==> src/rtl/fss_pkg.sv <==
package fss_pkg;
  typedef enum logic [1:0] {ST_IDLE, ST_SPIN, ST_RUN, ST_FAIL} fss_state_e;

  localparam int TMR_W = 12;

  // Startup window length in millisecond ticks; zero means no window.
  function automatic logic [TMR_W-1:0] window_ms(input logic [2:0] code);
    logic [TMR_W-1:0] v;
    case (code)
      3'd1:    v = TMR_W'(100);
      3'd2:    v = TMR_W'(250);
      3'd3:    v = TMR_W'(400);
      3'd4:    v = TMR_W'(667);
      3'd5:    v = TMR_W'(1000);
      3'd6:    v = TMR_W'(2000);
      3'd7:    v = TMR_W'(4000);
      default: v = '0;
    endcase
    return v;
  endfunction
endpackage

==> src/rtl/fss_ms_timer.sv <==
module fss_ms_timer #(
  parameter int W = 12
) (
  input  logic         clk,
  input  logic         rst_n,
  input  logic         clr,
  input  logic         tick,
  input  logic [W-1:0] limit,
  output logic         expire
);
  logic [W-1:0] elapsed;

  always_ff @(posedge clk) begin
    if (!rst_n || clr) elapsed <= '0;
    else if (tick && elapsed != '1) elapsed <= elapsed + 1'b1;
  end

  // The limit-th tick closes the window; limit 0 never closes it.
  assign expire = tick && (limit != '0) && (elapsed == limit - 1'b1);
endmodule

==> src/rtl/fss_pulse_cnt.sv <==
module fss_pulse_cnt #(
  parameter int NEED = 2
) (
  input  logic clk,
  input  logic rst_n,
  input  logic clr,
  input  logic pulse,
  output logic reached
);
  localparam int CW = $clog2(NEED + 1);
  logic [CW-1:0] seen;

  always_ff @(posedge clk) begin
    if (!rst_n || clr) seen <= '0;
    else if (pulse && seen != CW'(NEED)) seen <= seen + 1'b1;
  end

  // High on the clock whose pulse completes the required count.
  assign reached = pulse && (seen == CW'(NEED - 1));
endmodule

==> src/rtl/fan_spinup_seq.sv <==
module fan_spinup_seq
  import fss_pkg::*;
#(
  parameter int DUTY_W     = 8,
  parameter int PULSE_NEED = 2
) (
  input  logic              clk,
  input  logic              rst_n,
  input  logic              ms_tick,
  input  logic              tach_pulse,
  input  logic              start_req,
  input  logic [DUTY_W-1:0] run_duty,
  input  logic [2:0]        tmo_code,
  input  logic              fixed_mode,
  input  logic              irq_clr,
  output logic [DUTY_W-1:0] duty_out,
  output logic              irq
);
  fss_state_e       state, state_nx;
  logic             in_spin, cnt_clr, win_close, turned, irq_set;
  logic [TMR_W-1:0] limit;

  assign in_spin = (state == ST_SPIN);
  assign cnt_clr = (state == ST_IDLE);
  assign limit   = window_ms(tmo_code);

  fss_ms_timer #(.W(TMR_W)) u_timer (
    .clk(clk), .rst_n(rst_n), .clr(cnt_clr), .tick(ms_tick),
    .limit(limit), .expire(win_close)
  );

  fss_pulse_cnt #(.NEED(PULSE_NEED)) u_pulses (
    .clk(clk), .rst_n(rst_n), .clr(cnt_clr), .pulse(tach_pulse),
    .reached(turned)
  );

  always_comb begin
    state_nx = state;
    irq_set  = 1'b0;
    case (state)
      ST_IDLE: if (start_req) state_nx = ST_SPIN;
      ST_SPIN: begin
        if (!start_req) state_nx = ST_IDLE;
        else if (fixed_mode) begin
          if (tmo_code == 3'd0 || win_close) state_nx = ST_RUN;
        end else if (turned) state_nx = ST_RUN;
        else if (win_close) begin
          state_nx = ST_FAIL;
          irq_set  = 1'b1;
        end
      end
      ST_RUN:  if (!start_req) state_nx = ST_IDLE;
      default: state_nx = start_req ? ST_RUN : ST_IDLE;
    endcase
  end

  always_ff @(posedge clk) begin
    if (!rst_n) begin
      state <= ST_IDLE;
      irq   <= 1'b0;
    end else begin
      state <= state_nx;
      if (irq_set) irq <= 1'b1;
      else if (irq_clr) irq <= 1'b0;
    end
  end

  always_comb begin
    if (state == ST_IDLE) duty_out = '0;
    else if (in_spin)     duty_out = '1;
    else                  duty_out = run_duty;
  end
endmodule

==> config.mk <==
export PLATFORM = sky130hd
export DESIGN_NAME = fan_spinup_seq
export DESIGN_NICKNAME = d
export VERILOG_FILES = /design/src/rtl/fss_pkg.sv /design/src/rtl/fss_ms_timer.sv /design/src/rtl/fss_pulse_cnt.sv /design/src/rtl/fan_spinup_seq.sv
export SDC_FILE = /design/constraint.sdc
export NUM_CORES = 1
export LEC_CHECK = 0
export ABC_AREA = 1
export BUFFER_PORTS_ARGS = -buffer_cell sky130_fd_sc_hd__buf_2
export CAP_MARGIN = 20
export CORE_MARGIN = 10
export CORE_UTILIZATION = 50
export DETAILED_ROUTE_END_ITERATION = 8
export GPL_TIMING_DRIVEN = 0
export HOLD_SLACK_MARGIN = 0.05
export PLACE_DENSITY = 0.83
export SETUP_SLACK_MARGIN = 0.1
export SLEW_MARGIN = 30
export SYNTH_ARGS = -nofsm -noshare
export SYNTH_HDL_FRONTEND = slang
export SYNTH_SLANG_ARGS = --single-unit
==> constraint.sdc <==
create_clock -name clk -period 3.4 [get_ports clk]
set_input_delay 0.34 -clock clk [delete_from_list [all_inputs] [get_ports clk]]
set_output_delay 0.34 -clock clk [all_outputs]
set_load 0.01 [all_outputs]
**Word level (Yosys, flattened, before mapping)**

Index checks and enable logic that the tools add are counted.

- Register bits: 17
- Input port bits: 18
- Word-level logic and storage cells: 56

- Add/sub/neg operators: 3
- Eq/ne operators: 17
- Multiplexer cells: 19
- Reductions and logical operators: 13

Operators with widths:

| kind | count |
|---|---|
| case mux 12 bit (7 select lines) | 1 |
| 2-to-1 mux 2 bit | 8 |
| 2-to-1 mux 8 bit | 2 |
| adder 12 x 1 -> 12 bit, second input constant | 1 |
| == test 12 bit | 1 |
| == test 3 bit, second input constant | 4 |
| != test 12 bit, second input constant | 1 |
| nonzero test 12 bit | 1 |
| subtractor 12 x 1 -> 12 bit, second input constant | 1 |
| 2-to-1 mux 1 bit | 7 |
| == test 3 x 2 -> 1 bit, second input constant | 2 |
| != test 2 bit, second input constant | 3 |
| case mux 2 bit (3 select lines) | 1 |
| logical AND 1 bit | 5 |
| != test 5 x 3 -> 1 bit, second input constant | 1 |
| == test 2 x 1 -> 1 bit, second input constant | 2 |
| != test 4 x 3 -> 1 bit, second input constant | 1 |
| AND reduction 4 bit | 1 |
| == test 3 x 1 -> 1 bit, second input constant | 1 |
| zero test 3 bit | 1 |
| adder 2 x 1 -> 2 bit, second input constant | 1 |
| == test 2 bit, second input constant | 1 |
| zero test 2 bit | 1 |
| logical OR 1 bit | 2 |
| other kinds (2) | 2 |

**Logic depth before layout (Yosys ltp)**

- Depth in word-level cells: 11
- Gate-level depth with buffers: 19
- Mapped depth without buffers: 19

**Hierarchy**

Synthesis repeated with hierarchy kept, for this count alone.

- Cell total of the unflattened synthesis: 305
- Area total of the unflattened synthesis: 1722.9 µm²

By module, submodules not included:

| module | times used | cells an instance | area an instance (µm²) | sequential area each (µm²) |
|---|---|---|---|---|
| fss_ms_timer | 1 | 210 | 1184.9 | 240.2 |
| fan_spinup_seq | 1 | 76 | 409.1 | 60.1 |
| fss_pulse_cnt | 1 | 19 | 128.9 | 40.0 |

**Least setup slack after synthesis**

Ideal clock, no wire load.

- Path kind: input to register
- Start point: input port tmo_code[0]
- End point: register state[0]
- Library setup time: 109 ps
- Data arrival time: 2022 ps
- Required time: 3291 ps
- Setup slack: 1269 ps
- Cell stages on the path: 18
- Path buffers: 0
- Path through: inv_1 ha_1 inv_1 nor2_1 a21oi_1 ha_1 inv_1 nand3_1 nand3_1 nand2_1 nor2_1 nand3_1 nor2_1 nand4_1 nand2_1 o21ai_1 nand2_1 inv_1

- Longest elaborated chain between the ends: 8
- Elaborated cells between the ends (all ways): 18
- Those cells by class: add/sub: 1; eq/ne: 10; mux: 1; reduce/logical: 6

RTL lines:

| element | line | text |
|---|---|---|
| start, declared | fan_spinup_seq.sv:13 | `input logic [2:0] tmo_code,` |
| == test 3 bit, or another cell as far along | fss_pkg.sv:9 | `case (code)` |
| case mux 12 bit (7 select lines) | fss_pkg.sv:9 |  |
| subtractor 12 x 1 -> 12 bit or nonzero test 12 bit (tied branches) | fss_ms_timer.sv:19 | `assign expire = tick && (limit != '0) && (elapsed == limit - 1'b1);` |
| == test 12 bit or logical AND 1 bit (tied branches) | fss_ms_timer.sv:19 |  |
| logical AND 1 bit | fss_ms_timer.sv:19 |  |
| logical OR 1 bit | fan_spinup_seq.sv:45 | `if (tmo_code == 3'd0 \|\| win_close) state_nx = ST_RUN;` |
| != test 4 x 3 -> 1 bit (no line) | -- |  |
| AND reduction 4 bit (no line) (*) | -- |  |
| end signal, assigned | fan_spinup_seq.sv:62 | `state <= state_nx;` |
| end, declared | fan_spinup_seq.sv:19 | `fss_state_e state, state_nx;` |

Mark *: on every way between the ends. The rest lies on a longest branch, timed or not.
A chain may end at the register's enable or synchronous reset.

**Worst setup path after layout**

Same ends and word-level chain as after synthesis.

==> metrics <==
Synth Net Count=294; layout cells sized above 1=18.2%; GRT Overall Usage=12.4%; H-tree levels=1; Clock Latency Late Sink=0.30 ns; crit-path cells=buf_2 -> inv_1 -> ha_1 -> inv_1 -> nor2_1 -> a21oi_1 -> ha_1 -> inv_1 -> nand3_1 -> nand3_1 -> nand2_1 -> nor2_1 -> nand3_1 -> nor2_1 -> nand4_1 -> nand2_1 -> o21ai_1 -> nand2_1 -> inv_1; cells after synthesis=268; Clock transition at path regs=0.10 ns; CTS tree=yes; fmax=428 MHz; setup TNS=0 ns; DP HPWL=3030 um; DR vias=1,679; share of the synthesized area in the top cell type=20.8%; top post-synthesis cells by area=dfxtp_1 (21%), nand2_1 (16%), nor2_1 (9.9%); # hold bufs at CTS=0; Layout Skew=0.00326 ns; critical path's slowest cell=ha_1; first-pass GRT wire length=6440 um; Final period util=68.7%; Critical Path RT=3.61 ns; buffers added on ports=25; Top FF cell, synth=dfxtp_1; synth warn=0; Initial Utilization=52.7%; ANT cells=0; vias in the first global route=1,553; CP most frequent cell=inv_1; CTS Sinks=17; critical path arrival=2.55 ns; hold_ws=0.255 ns; Num CTS Buffers=3; GRT Residual Overflow=0; Iter 0 DRT Violations=150; Peak VDD IR=0.205 mV; Place WS=0.767 ns; final hold violation count=0; Synth area leader=dfxtp_1; GPL Wtd Cong=0.907; Setup crit start kind=primary input; status=completed; Post-synth EDFFs=0; Avg Inst Size Synth=6.11 um2; Core ar.=0.00310 mm2; synthesis-to-finish area growth=12.7%; largest net degree at the start of global routing=11; Hold Crit Class=primary input to flip-flop; Final min period=2.34 ns; Post-layout nets=324; RSZ-0062 raised after global routing=no; DIE AREA=0.00596 mm2; final instance area=0.00184 mm2; crit end category=flip-flop; drt first pass iters=4; mapped cell area=0.00164 mm2; # rows=20; WL per Instance=10.7 um; clk buf depth=2; number of remaining DRC errors=0; I/O Pins=27; Slew Limit Fails=0; # setup viols final=0; number of max-cap violations=0; DR vias/cell=4.92; Routed WL=3640 um; Worst Max-Slew Pin Slew=0.597 ns; static leakage=0.913 nW; post-route setup slack=1.06 ns; placed instance area=0.00182 mm2; Rel. slew slack=60.0%; Post-CTS Resized=0; FF+latch count, synth=17; top-count cell post-synth=nand2_1; Power Dens Cells=274 mW/mm2; die height=77.2 um; chip width=77.2 um; Worst path max stage delay=0.29 ns; top post-synthesis cells by count=nand2_1 (70), nor2_1 (43), inv_1 (40), nand3_1 (18), dfxtp_1 (17); Yosys cell types=31; CP max FO=5; Post-synth ARST share=0%; post-route ant nets=0; postcts setup bufs=0; CTS root buf=clkbuf_4; sequential area share after synthesis=20.8%; Setup Crit Path Kind=primary input to flip-flop; initial antenna violation count=0
## cells by family (layout without fill, tap and decap cells)
logic type / Yosys count / count (layout) / share of synthesized area [%]
compound gates: 27 / 27 / 9.33
xor+xnor: 6 / 6 / 3.21
fa+ha+maj: 8 / 8 / 6.12
simple gates: 166 / 166 / 49.5
buf+inv: 44 / 73 / 11.0
flops: 17 / 17 / 20.8
## cell type report
type                    instances  area, um2
plain buffers                   2       15.0
clock buffers                   3       22.5
clock inverters                 1       5.00
fillers                       329       1260
inverters                      42        165
multi-input cells             207       1120
flip-flops and latches         17        340
well taps                      44       55.1
repair buffers                 25        125
## stage by stage
step	utilization [%]	power, W	instances
final	59.4	0.000506	341
after global routing	59.4	0.000549	341
after CTS	59.4	0.000514	341
after detailed placement	58.5	0.000402	337
after global placement	58.5	0.000398	337
after floorplan	-	0.000349	268
## worst max-delay path: cells and delay by family
family          cells  cell delay (ns)
compound gates      2             0.12
fa+ha+maj           2             0.54
buf+inv             5             0.45
simple gates       10             1.07
## power breakdown
| group | switching [W] | internal [W] |
|---|---|---|
| clock network | 0.0000654 | 0.0000439 |
| registers | 0.00000591 | 0.000205 |
| logic | 0.000116 | 0.0000704 |
| total | 0.000187 | 0.000319 |
## path summary, 6_finish.rpt
check                                   start                                to  slack (ns)  cells after the start
min                                     rst_n             state[0]$_SDFFE_PN0P_        0.26                      3
max reg2reg   u_timer.elapsed[0]$_SDFFE_PP0P_   u_timer.elapsed[7]$_SDFFE_PP0P_        1.58                     11
max                               tmo_code[0]             state[0]$_SDFFE_PN0P_        1.06                     19
min reg2reg  u_timer.elapsed[10]$_SDFFE_PP0P_  u_timer.elapsed[10]$_SDFFE_PP0P_        0.53                      2
## registers in the layout, indices dropped and copies added (netlist names)
register	flops
irq	1
state	2
u_timer.elapsed	12
u_pulses.seen	2
## placed cells by master (no fill, tap or decap), types with 2 or more instances in the layout
cell       n
nand2_4    8
nand3b_1   2
nand2_1   70
o21a_1     4
o21ai_0    6
buf_2     25
clkbuf_4   3
nor2_2     2
dfxtp_1   17
nand4_1    5
nor3b_1    2
nor2_1    43
xor2_1     6
nand2_2    6
a21oi_1   13
nand3_1   18
nor3_1     4
ha_1       8
inv_1     40
## layer usage
layer | part of all wire (%) | GRT usage (%)
met1 | 46 | 14.3
met2 | 48 | 22.0
met5 | 0 | 0
met4 | 1.8 | 4.93
met3 | 3.8 | 1.86
Power figures use the tool's default switching activity.
